**src/rtl/hreg_pkg.sv**
```systemverilog
package hreg_pkg;

  localparam int ADDR_W     = 7;
  localparam int LOC_W      = 6;
  localparam int INFO_BYTES = 14;
  localparam int CTRL_BASE  = 20;

  localparam logic [LOC_W-1:0] LOC_STAT0 = 6'h0E;
  localparam logic [LOC_W-1:0] LOC_STAT1 = 6'h0F;
  localparam logic [LOC_W-1:0] LOC_RP_HI = 6'h10;
  localparam logic [LOC_W-1:0] LOC_RP_LO = 6'h11;
  localparam logic [LOC_W-1:0] LOC_WP_HI = 6'h12;
  localparam logic [LOC_W-1:0] LOC_WP_LO = 6'h13;

  localparam logic [7:0] STAT0_RST = 8'h03;
  localparam logic [7:0] STAT1_RST = 8'h00;

  typedef struct packed {
    logic              rd;
    logic [ADDR_W-1:0] addr;
  } cmd_t;

  function automatic logic in_window(input logic [ADDR_W-1:0] a, input logic role);
    return a[ADDR_W-1] == role;
  endfunction

  function automatic logic is_ctrl(input logic [LOC_W-1:0] loc, input int nbytes);
    return (int'(loc) >= CTRL_BASE) && (int'(loc) < CTRL_BASE + nbytes);
  endfunction

  function automatic logic host_may_write(input logic [LOC_W-1:0] loc, input logic busy,
                                          input int nbytes);
    return is_ctrl(loc, nbytes) || (((loc == LOC_RP_HI) || (loc == LOC_RP_LO)) && !busy);
  endfunction

endpackage

```
**src/rtl/hreg_sync.sv**
```systemverilog
module hreg_sync #(
  parameter int         STAGES  = 2,
  parameter int         W       = 1,
  parameter logic [W-1:0] RST_VAL = '0
) (
  input  logic         clk,
  input  logic         rst_n,
  input  logic [W-1:0] d,
  output logic [W-1:0] q
);
  logic [W-1:0] pipe [STAGES];

  always_ff @(posedge clk or negedge rst_n) begin
    if (!rst_n) begin
      for (int i = 0; i < STAGES; i++) pipe[i] <= RST_VAL;
    end else begin
      pipe[0] <= d;
      for (int i = 1; i < STAGES; i++) pipe[i] <= pipe[i-1];
    end
  end

  assign q = pipe[STAGES-1];
endmodule

```
**src/rtl/hreg_frame.sv**
```systemverilog
module hreg_frame
  import hreg_pkg::*;
(
  input  logic       clk,
  input  logic       rst_n,
  input  logic       act,
  input  logic       sck_s,
  input  logic       si_s,
  input  logic       hit,
  input  logic [7:0] rdata,
  output cmd_t       cmd,
  output logic       wr_stb,
  output logic [7:0] wdata,
  output logic       so,
  output logic       so_oe
);
  logic       sck_d;
  logic [4:0] bit_cnt;
  logic [7:0] sh_in;
  logic [7:0] out_sh;
  logic       load_pend;
  logic       oe_q;
  cmd_t       cmd_q;

  // named edge events, visible to the assertions
  wire sck_rise = sck_s & ~sck_d;
  wire sck_fall = ~sck_s & sck_d;

  always_ff @(posedge clk or negedge rst_n) begin
    if (!rst_n) begin
      sck_d     <= 1'b0;
      bit_cnt   <= '0;
      sh_in     <= '0;
      out_sh    <= '0;
      load_pend <= 1'b0;
      oe_q      <= 1'b0;
      cmd_q     <= '0;
      wr_stb    <= 1'b0;
    end else begin
      sck_d     <= sck_s;
      wr_stb    <= 1'b0;
      load_pend <= 1'b0;
      if (!act) begin
        bit_cnt <= '0;
        oe_q    <= 1'b0;
      end else begin
        if (sck_rise && bit_cnt < 5'd16) begin
          sh_in   <= {sh_in[6:0], si_s};
          bit_cnt <= bit_cnt + 5'd1;
          if (bit_cnt == 5'd7) begin
            cmd_q     <= {sh_in[6:0], si_s};
            load_pend <= 1'b1;
          end
          if (bit_cnt == 5'd15 && !cmd_q.rd) wr_stb <= 1'b1;
        end
        if (load_pend && cmd_q.rd && hit) begin
          out_sh <= rdata;
          oe_q   <= 1'b1;
        end
        if (sck_fall && oe_q && bit_cnt >= 5'd9) out_sh <= {out_sh[6:0], 1'b0};
      end
    end
  end

  assign cmd   = cmd_q;
  assign wdata = sh_in;
  assign so_oe = oe_q;
  assign so    = oe_q & out_sh[7];

  assert_release_idle_R1: assert property (@(posedge clk) disable iff (!rst_n)
    !act |=> !oe_q);
  assert_count_cap_R2: assert property (@(posedge clk) disable iff (!rst_n)
    bit_cnt <= 5'd16);
  assert_single_commit_R2: assert property (@(posedge clk) disable iff (!rst_n)
    wr_stb |=> !wr_stb);
  assert_write_needs_frame_R2: assert property (@(posedge clk) disable iff (!rst_n)
    wr_stb |-> (bit_cnt == 5'd16));
endmodule

```
**src/rtl/hreg_regfile.sv**
```systemverilog
module hreg_regfile
  import hreg_pkg::*;
#(
  parameter int CTRL_BYTES = 36
) (
  input  logic                    clk,
  input  logic                    rst_n,
  input  logic                    role,
  input  logic                    busy,
  input  logic                    wr_stb,
  input  logic [ADDR_W-1:0]       addr,
  input  logic [7:0]              wdata,
  input  logic [8*INFO_BYTES-1:0] info_i,
  input  logic                    stat_we,
  input  logic [7:0]              stat0_i,
  input  logic [7:0]              stat1_i,
  input  logic                    rp_ld,
  input  logic [15:0]             rp_i,
  input  logic [15:0]             wptr_i,
  input  logic [7:0]              test_i,
  output logic [7:0]              rdata,
  output logic [15:0]             rptr_o,
  output logic [8*CTRL_BYTES-1:0] ctrl_o
);
  localparam int TEST_LOC = CTRL_BASE + CTRL_BYTES;

  logic [7:0]  stat0_q, stat1_q;
  logic [15:0] rptr_q;
  logic [7:0]  ctrl_q [CTRL_BYTES];

  wire [LOC_W-1:0] loc = addr[LOC_W-1:0];
  // accepted host write, after window and permission
  wire wr_ok = wr_stb & in_window(addr, role) & host_may_write(loc, busy, CTRL_BYTES);

  always_ff @(posedge clk or negedge rst_n) begin
    if (!rst_n) begin
      stat0_q <= STAT0_RST;
      stat1_q <= STAT1_RST;
    end else if (stat_we) begin
      stat0_q <= stat0_i;
      stat1_q <= stat1_i;
    end
  end

  always_ff @(posedge clk or negedge rst_n) begin
    if (!rst_n) begin
      rptr_q <= '0;
    end else if (rp_ld) begin
      rptr_q <= rp_i;
    end else if (wr_ok && loc == LOC_RP_HI) begin
      rptr_q[15:8] <= wdata;
    end else if (wr_ok && loc == LOC_RP_LO) begin
      rptr_q[7:0] <= wdata;
    end
  end

  for (genvar i = 0; i < CTRL_BYTES; i++) begin : g_ctrl
    always_ff @(posedge clk or negedge rst_n) begin
      if (!rst_n) ctrl_q[i] <= '0;
      else if (wr_ok && int'(loc) == CTRL_BASE + i) ctrl_q[i] <= wdata;
    end
    assign ctrl_o[8*i +: 8] = ctrl_q[i];
  end

  always_comb begin
    rdata = '0;
    for (int i = 0; i < INFO_BYTES; i++)
      if (int'(loc) == i) rdata = info_i[8*i +: 8];
    for (int i = 0; i < CTRL_BYTES; i++)
      if (int'(loc) == CTRL_BASE + i) rdata = ctrl_q[i];
    if (loc == LOC_STAT0) rdata = stat0_q;
    if (loc == LOC_STAT1) rdata = stat1_q;
    if (loc == LOC_RP_HI) rdata = rptr_q[15:8];
    if (loc == LOC_RP_LO) rdata = rptr_q[7:0];
    if (loc == LOC_WP_HI) rdata = wptr_i[15:8];
    if (loc == LOC_WP_LO) rdata = wptr_i[7:0];
    if (int'(loc) == TEST_LOC) rdata = test_i;
  end

  assign rptr_o = rptr_q;

  assert_ptr_locked_R6: assert property (@(posedge clk) disable iff (!rst_n)
    (busy && !rp_ld) |=> $stable(rptr_q));
  assert_foreign_write_R3: assert property (@(posedge clk) disable iff (!rst_n)
    (wr_stb && !in_window(addr, role)) |=> $stable(ctrl_o));
  assert_status_hold_R9: assert property (@(posedge clk) disable iff (!rst_n)
    !stat_we |=> ($stable(stat0_q) && $stable(stat1_q)));
  assert_info_readonly_R8: assert property (@(posedge clk) disable iff (!rst_n)
    wr_ok |-> (loc >= LOC_RP_HI));
endmodule

```
**src/rtl/hreg_serial_slave.sv**
```systemverilog
module hreg_serial_slave
  import hreg_pkg::*;
#(
  parameter int CTRL_BYTES  = 36,
  parameter int SYNC_STAGES = 2
) (
  input  logic                    clk,
  input  logic                    rst_n,
  input  logic                    if_sel,
  input  logic                    chip_role,
  input  logic                    dec_busy,
  input  logic                    sck,
  input  logic                    ss_n,
  input  logic                    si,
  output logic                    so,
  output logic                    so_oe,
  input  logic [8*INFO_BYTES-1:0] info_i,
  input  logic                    stat_we,
  input  logic [7:0]              stat0_i,
  input  logic [7:0]              stat1_i,
  input  logic                    rp_ld,
  input  logic [15:0]             rp_i,
  output logic [15:0]             rptr_o,
  input  logic [15:0]             wptr_i,
  input  logic [7:0]              test_i,
  output logic [8*CTRL_BYTES-1:0] ctrl_o
);
  logic [2:0] pins_s;
  cmd_t       cmd;
  logic       wr_stb;
  logic [7:0] wdata, rdata;

  hreg_sync #(.STAGES(SYNC_STAGES), .W(3), .RST_VAL(3'b010)) u_sync (
    .clk(clk), .rst_n(rst_n), .d({sck, ss_n, si}), .q(pins_s)
  );

  wire frame_act = ~pins_s[1] & ~if_sel;
  wire addr_hit  = in_window(cmd.addr, chip_role);

  hreg_frame u_frame (
    .clk(clk), .rst_n(rst_n), .act(frame_act), .sck_s(pins_s[2]), .si_s(pins_s[0]),
    .hit(addr_hit), .rdata(rdata), .cmd(cmd), .wr_stb(wr_stb), .wdata(wdata),
    .so(so), .so_oe(so_oe)
  );

  hreg_regfile #(.CTRL_BYTES(CTRL_BYTES)) u_regs (
    .clk(clk), .rst_n(rst_n), .role(chip_role), .busy(dec_busy), .wr_stb(wr_stb),
    .addr(cmd.addr), .wdata(wdata), .info_i(info_i), .stat_we(stat_we),
    .stat0_i(stat0_i), .stat1_i(stat1_i), .rp_ld(rp_ld), .rp_i(rp_i), .wptr_i(wptr_i),
    .test_i(test_i), .rdata(rdata), .rptr_o(rptr_o), .ctrl_o(ctrl_o)
  );

  assert_drive_in_window_R3: assert property (@(posedge clk) disable iff (!rst_n)
    so_oe |-> (addr_hit && cmd.rd));
  assert_quiet_alt_mode_R1: assert property (@(posedge clk) disable iff (!rst_n)
    if_sel |=> !wr_stb);
endmodule

```
**config.mk**
```make
export PLATFORM = sky130hd
export DESIGN_NAME = hreg_serial_slave
export DESIGN_NICKNAME = d
export VERILOG_FILES = /design/src/rtl/hreg_pkg.sv /design/src/rtl/hreg_sync.sv /design/src/rtl/hreg_frame.sv /design/src/rtl/hreg_regfile.sv /design/src/rtl/hreg_serial_slave.sv
export SDC_FILE = /design/constraint.sdc
export NUM_CORES = 1
export LEC_CHECK = 0
export BUFFER_PORTS_ARGS = -buffer_cell sky130_fd_sc_hd__buf_2
export CAP_MARGIN = 20
export CORE_MARGIN = 4
export CORE_UTILIZATION = 45
export DETAILED_ROUTE_END_ITERATION = 12
export GPL_TIMING_DRIVEN = 0
export PLACE_DENSITY = 0.77
export SYNTH_ARGS = -nofsm -noshare
export SYNTH_HDL_FRONTEND = slang
export SYNTH_SLANG_ARGS = --single-unit
```
**constraint.sdc**
```tcl
create_clock -name clk -period 5.1 [get_ports clk]
set_input_delay 0.765 -clock clk [delete_from_list [all_inputs] [get_ports clk]]
set_output_delay 0.765 -clock clk [all_outputs]
set_load 0.05 [all_outputs]
```
After elaboration in Yosys (flattened, before gate mapping)
Cells that the tools add are included.

Flip-flop bits (word level): 359. Bits of input ports: 178. Output and inout port bits: 306. Word-level logic and storage cells: 259.

Add/sub/neg operators: 1. Eq/ne operators: 62. Bitwise logic cells: 10. Order comparisons: 4. Reductions and logical operators: 58. Multiplexer cells: 73.

Operators with widths (count): 8-bit 2-to-1 mux (62); 6-bit equality test (second input constant) (28); 6-bit by 5-bit equality test with 1-bit output (second input constant) (18); 1-bit logical AND (46); 6-bit by 4-bit equality test with 1-bit output (second input constant) (7); 16-bit 2-to-1 mux (1); 6-bit by 3-bit equality test with 1-bit output (second input constant) (2); 5-bit 2-to-1 mux (2); 1-bit 2-to-1 mux (8); 1-bit bitwise AND (6); 6-bit by 2-bit equality test with 1-bit output (second input constant) (1); 6-bit by 5-bit greater-or-equal comparator with 1-bit output (second input constant) (1); 6-bit logical NOT (1); 6-bit < comparator (second input constant) (1); 2-bit inequality test (second input constant) (3); 2-bit AND reduction (3); 2-bit nonzero test (3); 5-bit by 1-bit adder with 5-bit output (second input constant) (1); 5-bit by 3-bit equality test with 1-bit output (second input constant) (1); 5-bit by 4-bit equality test with 1-bit output (second input constant) (1); 5-bit by 4-bit greater-or-equal comparator with 1-bit output (second input constant) (1); 5-bit < comparator (second input constant) (1); 1-bit inverter (4); 3-bit AND reduction (1); other kinds (3) (5).

Logic depth before layout (Yosys ltp)
Depth after elaboration: 60. Depth in mapped cells: 11. Depth with buffers taken out: 9.

Modules after synthesis
Synthesis repeated with hierarchy kept, for this count alone.

Cell total of the unflattened synthesis: 1790. Area total of the unflattened synthesis: 19762.7 um^2.

By module, submodules not included: hreg_regfile (area each 18166.2 um^2, cells an instance 1680, sequential area each 8010.2 um^2, instances 1); hreg_frame (area each 1408.9 um^2, cells an instance 99, sequential area each 825.8 um^2, instances 1); hreg_sync (area each 175.2 um^2, cells an instance 9, sequential area each 152.6 um^2, instances 1); hreg_serial_slave (area each 12.5 um^2, cells an instance 2, sequential area each 0.0 um^2, instances 1).

Worst setup path before layout
No wires, ideal clock.

Path kind: input-to-reg. Start point: input info_i[24]. End point: register u_frame.out_sh[0]. Library setup time: 124 ps. Path buffers: 0. Arrival time: 2366 ps. Required time: 4976 ps. Stages on the path: 7. Slack: 2610 ps. Cells stage by stage: mux4_2 > nand2_1 > o221ai_1 > or4_1 > o21ai_1 > o2111ai_1 > a211o_1.

Cells in the longest elaborated chain, start to end: 56.

Ends and longest elaborated chain: start, declared (line hreg_serial_slave.sv:17) `input logic [8*INFO_BYTES-1:0] info_i,`; 8-bit 2-to-1 mux (11 in a row) (line hreg_regfile.sv:68) `if (int'(loc) == i) rdata = info_i[8*i +: 8];`; 8-bit 2-to-1 mux (36 in a row) (line hreg_regfile.sv:70) `if (int'(loc) == CTRL_BASE + i) rdata = ctrl_q[i];`; 8-bit 2-to-1 mux (line hreg_regfile.sv:71) `if (loc == LOC_STAT0) rdata = stat0_q;`; 8-bit 2-to-1 mux (line hreg_regfile.sv:72) `if (loc == LOC_STAT1) rdata = stat1_q;`; 8-bit 2-to-1 mux (line hreg_regfile.sv:73) `if (loc == LOC_RP_HI) rdata = rptr_q[15:8];`; 8-bit 2-to-1 mux (line hreg_regfile.sv:74) `if (loc == LOC_RP_LO) rdata = rptr_q[7:0];`; 8-bit 2-to-1 mux (line hreg_regfile.sv:75) `if (loc == LOC_WP_HI) rdata = wptr_i[15:8];`; 8-bit 2-to-1 mux (line hreg_regfile.sv:76) `if (loc == LOC_WP_LO) rdata = wptr_i[7:0];`; 8-bit 2-to-1 mux (line hreg_regfile.sv:77) `if (int'(loc) == TEST_LOC) rdata = test_i;`; 8-bit 2-to-1 mux (line hreg_frame.sv:56) `if (load_pend && cmd_q.rd && hit) begin`; 8-bit 2-to-1 mux (line hreg_frame.sv:60) `if (sck_fall && oe_q && bit_cnt >= 5'd9) out_sh <= {out_sh[6:0], 1'b0};`; end signal, assigned (line hreg_frame.sv:57) `out_sh <= rdata;`; end signal, assigned (line hreg_frame.sv:60); end, declared (line hreg_frame.sv:20) `logic [7:0] out_sh;`.

Every way passes these cells. The select of a mux whose other input is x is not followed. A chain may end at the register's enable or synchronous reset.

Worst setup path in the final report
Start point: register u_frame.cmd_q, in the netlist u_frame.cmd[0]. End point: register u_frame.out_sh[5].

Cells in the longest elaborated chain, start to end: 60. Elaborated cells between the ends (all ways): 116. Classes of those cells: eq/ne (56); mux (59); reduce/logical (1).

Ends and longest elaborated chain: start, declared (line hreg_frame.sv:23) `cmd_t cmd_q;`; start signal, assigned (line hreg_frame.sv:51) `cmd_q <= {sh_in[6:0], si_s};`; 6-bit logical NOT (line hreg_regfile.sv:68); 8-bit 2-to-1 mux (14 in a row) (line hreg_regfile.sv:68); 8-bit 2-to-1 mux (36 in a row) (line hreg_regfile.sv:70); 8-bit 2-to-1 mux (line hreg_regfile.sv:71); 8-bit 2-to-1 mux (line hreg_regfile.sv:72); 8-bit 2-to-1 mux (line hreg_regfile.sv:73); 8-bit 2-to-1 mux (line hreg_regfile.sv:74); 8-bit 2-to-1 mux (line hreg_regfile.sv:75); 8-bit 2-to-1 mux (line hreg_regfile.sv:76); 8-bit 2-to-1 mux * (line hreg_regfile.sv:77); 8-bit 2-to-1 mux * (line hreg_frame.sv:56); 8-bit 2-to-1 mux * (line hreg_frame.sv:60).

Every way passes the cells marked *; elsewhere a longest branch is shown, timed or not. The select of a mux whose other input is x is not followed.

==> results by group <==
CTS
  • Clock Path Buffers: 3
  • Sink Count: 359
  • Hold_buf cts: 0
  • Setup Buffers After CTS: 0
  • H-tree Lvls: 2
  • Clock Tree Root: clkbuf_16
  • Worst skew pair latency: 590 ps
  • Gates resized, CTS repair: 0
  • Clock slew seen by the registers of the worst setup and hold paths: 70 ps
  • TritonCTS Buffers: 40
  • CTS tree: built

Global routing
  • Met2 usage: 68.35%
  • Vias in the first global route: between 20000 and 25000
  • Total GRT Usage: around 47%
  • Total gr overflow: 0
  • Busiest layer in global routing: met2
  • Largest net degree at the start of global routing: 128
  • M3 GR Usage: 16.92%
  • First-pass GRT wire length: 156000 um
  • Antenna violations before repair: 9
  • Met1 Resource Use GR: 60.42%

Pwr
  • Pwr/cell area: 280.0 nW/um^2
  • Sequential share of power: 44.1%
  • Total Power: between 6 and 7 mW
  • Switching share of power: 28.11%
  • Clock power share: 46.3%
  • Static Leak: roughly 12 nW
  • Worst vdd ir: 0.0001999 V
  • Comb pwr share: 9.7%
  • Int Pwr: between 4 and 5 mW
  • Switching power total: approximately 1.9 mW

Logic synthesis
  • Async set-or-reset flop fraction in the synthesized netlist: 100.0%
  • Average instance area after synthesis: 11.00 um^2
  • Ranking of synthesized cells by area: dfrtp_1 46%, mux2_2 19%, mux2i_1 3.3%
  • Ys flop type: dfrtp_1
  • Netlist cell types: 87
  • Post-synthesis register bit count: 359
  • Total number of yosys warnings: 0
  • Biggest area consumer among synthesized cells: dfrtp_1
  • Mapped Area: 19390 um^2
  • Syn_nets: 1943
  • Synth top area share: 45.82%
  • Gate Count Post-Synth: 1762
  • Number of synthesized flops with an enable pin: 0
  • Seq/Total Area, Yosys: roughly 46%

Worst setup path
  • CP startpoint kind: flip-flop
  • Register-to-Register Setup Slack: 440 ps
  • Critical Path AT: between 5000 and 6000 ps
  • Crit Path Class: flip-flop to flip-flop
  • Critical Path RT: 5530 ps
  • Reg-to-reg startpoint: u_frame.cmd[0]$_DFFE_PN0P_
  • Worst-path fanout max: 11
  • Reg2reg end: u_frame.out_sh[5]$_DFFE_PN0P_
  • Worst reg2reg path depth: 9
  • Endpoint class of the critical path: flip-flop

Floorplanning
  • Full die area: 46470 um^2
  • Row count: between 70 and 80
  • # IOs: 484
  • Die Y: 215.6 um
  • Die extent in x: 215.6 um
  • Initial Util: 45.91%
  • CORE AREA: 42230 um^2

Route
  • Final wirelength: 112800 um
  • Remaining DRCs: 0
  • Final ANT Viol Nets: 0
  • DR WL/cell: 39.27 um
  • Starting DRC count in detailed routing: 2993
  • DR vias/cell: 7.002
  • Via count: 20120
  • First-pass DRT Iterations: 6

Placement
  • DP HPWL: 83350 um
  • DP Area: around 23000 um^2
  • # port buffers: roughly 480
  • Placed Cells: 2792
  • GPL Wtd Cong: 1.055

STA
  • Slew Viols, Final: 0
  • Least-Margin Pin Slew: 1368 ps
  • Final worst-path cycle share: 91.28%
  • Final hold violations: 0
  • Final setup violation count: 0
  • Hold_ws: around 170 ps
  • RSZ-0062 raised after global routing: false
  • Worst Skew: 26.58 ps
  • Fmax: 214.8 MHz
  • Min Tclk post-route: 4655 ps
  • Relative slew slack: 8.813%

Finish
  • Non-filler cells in the finished layout: 2873
  • Register area: 8989 um^2
  • Final net count: 2479
  • Final instance area: 24110 um^2
  • Util after Layout: roughly 57%
  • Layout cells sized above 1: 44.31%
  • Fillcell total: 3670
  • Area delta synth->final: 24.36%
  • Multi-input gate area: around 9700 um^2

Status
  • Outcome: finished, final reports clean

Hold path
  • Worst hold path type: primary input to async pin

Flow run
  • Max_cap viols: 0
## final cells by class
cell class	instances	area share [%]
Timing Repair Buffer	494	10.94
Sequential cell	359	37.28
Buffer	154	2.761
Antenna cell	5	0.05189
Inverter	12	0.1868
Clock buffer	53	4.816
Multi-Input combinational cell	1237	40.21
Tap cell	539	2.797
Clock inverter	20	0.9548
## cells in the mapped netlist, types with 5 or more instances
library cell / number
a21o_1: 6
inv_1: 12
o221ai_1: 23
nor2b_1: 15
nor2_2: 25
nand2b_1: 13
nand2_1: 106
mux2_2: 332
mux4_2: 10
nand4_1: 8
clkbuf_1: 76
buf_1: 19
and3_1: 6
buf_2: 55
o31ai_1: 6
o21ai_0: 106
a2bb2oi_1: 5
a31oi_1: 22
mux2i_1: 63
o22ai_1: 28
nand3b_1: 7
dfrtp_1: 355
nand3_1: 35
o31a_1: 5
o2111ai_1: 10
a22oi_1: 19
o221a_2: 7
o2bb2ai_1: 7
nor3_2: 10
nor3_1: 33
a211oi_1: 22
a32oi_1: 8
a221oi_1: 12
nand4bb_1: 5
o211ai_1: 14
nor2_1: 69
a21oi_1: 96
## state kept, by name (all words and copies together) (netlist names)
signal and count:
u_regs.ctrl_o 288, u_regs.rptr_o 16, u_frame.cmd 8, u_frame.out_sh 8
u_frame.wdata 8, u_regs.stat0_q 8, u_regs.stat1_q 8, u_frame.bit_cnt 5
u_sync.pipe 3, u_sync.q 3, u_frame.load_pend 1, u_frame.sck_d 1
u_frame.so_oe 1, u_frame.wr_stb 1
## logic make-up (layout without fill, tap and decap cells)
group,after synthesis,count (layout),share of synthesized area [%]
compound gates,445,445,15.26
mux,405,405,23.70
simple gates,380,380,10.64
flops,359,359,46.36
buf+inv,166,733,3.665
xor+xnor,4,4,0.1807
fa+ha+maj,3,3,0.1936
other cells,0,5,0
## routing by layer
metal  vias up  wire length [um]
li1       7706                 -
met1     10050             41850
met2      1866             47460
met3       491             15120
met4         8              8349
met5         -                51
## through the flow
step	TNS (ps)	setup slack [ps]
finish	0	444.9
global route	0	594.0
CTS	0	915.9
detailed placement	0	916.7
global placement	-1243510	-3537
floorplan	0	2610
## critical path, stage by stage (launching register included)
cell       delay, ps
dfrtp_1          320
buf_2            230
buf_2            570
buf_2            600
buf_2            580
clkbuf_1         680
o21ai_0          610
o31a_1           360
o2111ai_1        400
a31oi_1          130
## worst max-delay path by stage
stage	from	end	slack (ps)	cells after the start
2_1_floorplan	info_i[24]	u_frame.out_sh[0]$_DFFE_PN0P_	2610	7
3_3_place_gp	rst_n	u_regs.ctrl_o[223]$_DFFE_PN0P_	-3540	1
6_report	u_frame.cmd[0]$_DFFE_PN0P_	u_frame.out_sh[5]$_DFFE_PN0P_	440	9
5_1_grt	u_frame.cmd[0]$_DFFE_PN0P_	u_frame.out_sh[6]$_DFFE_PN0P_	590	9
3_5_place_dp	u_frame.cmd[0]$_DFFE_PN0P_	u_frame.out_sh[7]$_DFFE_PN0P_	920	10
4_1_cts	u_frame.cmd[0]$_DFFE_PN0P_	u_frame.out_sh[5]$_DFFE_PN0P_	920	11
## power by group through the flow
| stage | Sequential (mW) | Clock [mW] | Combinational, mW |
|---|---|---|---|
| after global placement | 3.01 | 0 | 0.599 |
| after floorplan | 3.01 | 0 | 0.188 |
| after detailed placement | 3.02 | 0 | 0.619 |
| after CTS | 2.96 | 3.11 | 0.625 |
| after global routing | 2.97 | 3.23 | 0.657 |
| final | 2.97 | 3.12 | 0.653 |
## cell usage in the layout, fill, tap and decap left out, types with 8 or more instances in the layout
master / synthesis / routed
o2111ai_1: 10 / 10
inv_1: 12 / 12
a211oi_1: 22 / 22
o221ai_1: 23 / 23
dfrtp_1: 355 / 355
nor2_1: 69 / 69
o211ai_1: 14 / 14
nor3_1: 33 / 33
o21ai_0: 106 / 106
nand3_1: 35 / 35
a221oi_1: 12 / 12
nand2_1: 106 / 106
nor3_2: 10 / 10
clkbuf_1: 76 / 79
a32oi_1: 8 / 8
o22ai_1: 28 / 28
a22oi_1: 19 / 19
buf_2: 55 / 536
a21oi_1: 96 / 96
a31oi_1: 22 / 22
mux4_2: 10 / 10
buf_1: 19 / 19
mux2i_1: 63 / 63
clkbuf_8: 0 / 9
nor2_2: 25 / 25
nand4_1: 8 / 8
nand2b_1: 13 / 13
clkbuf_16: 0 / 41
mux2_2: 332 / 332
nor2b_1: 15 / 15
Note: power is estimated with default switching activity, not from simulation.
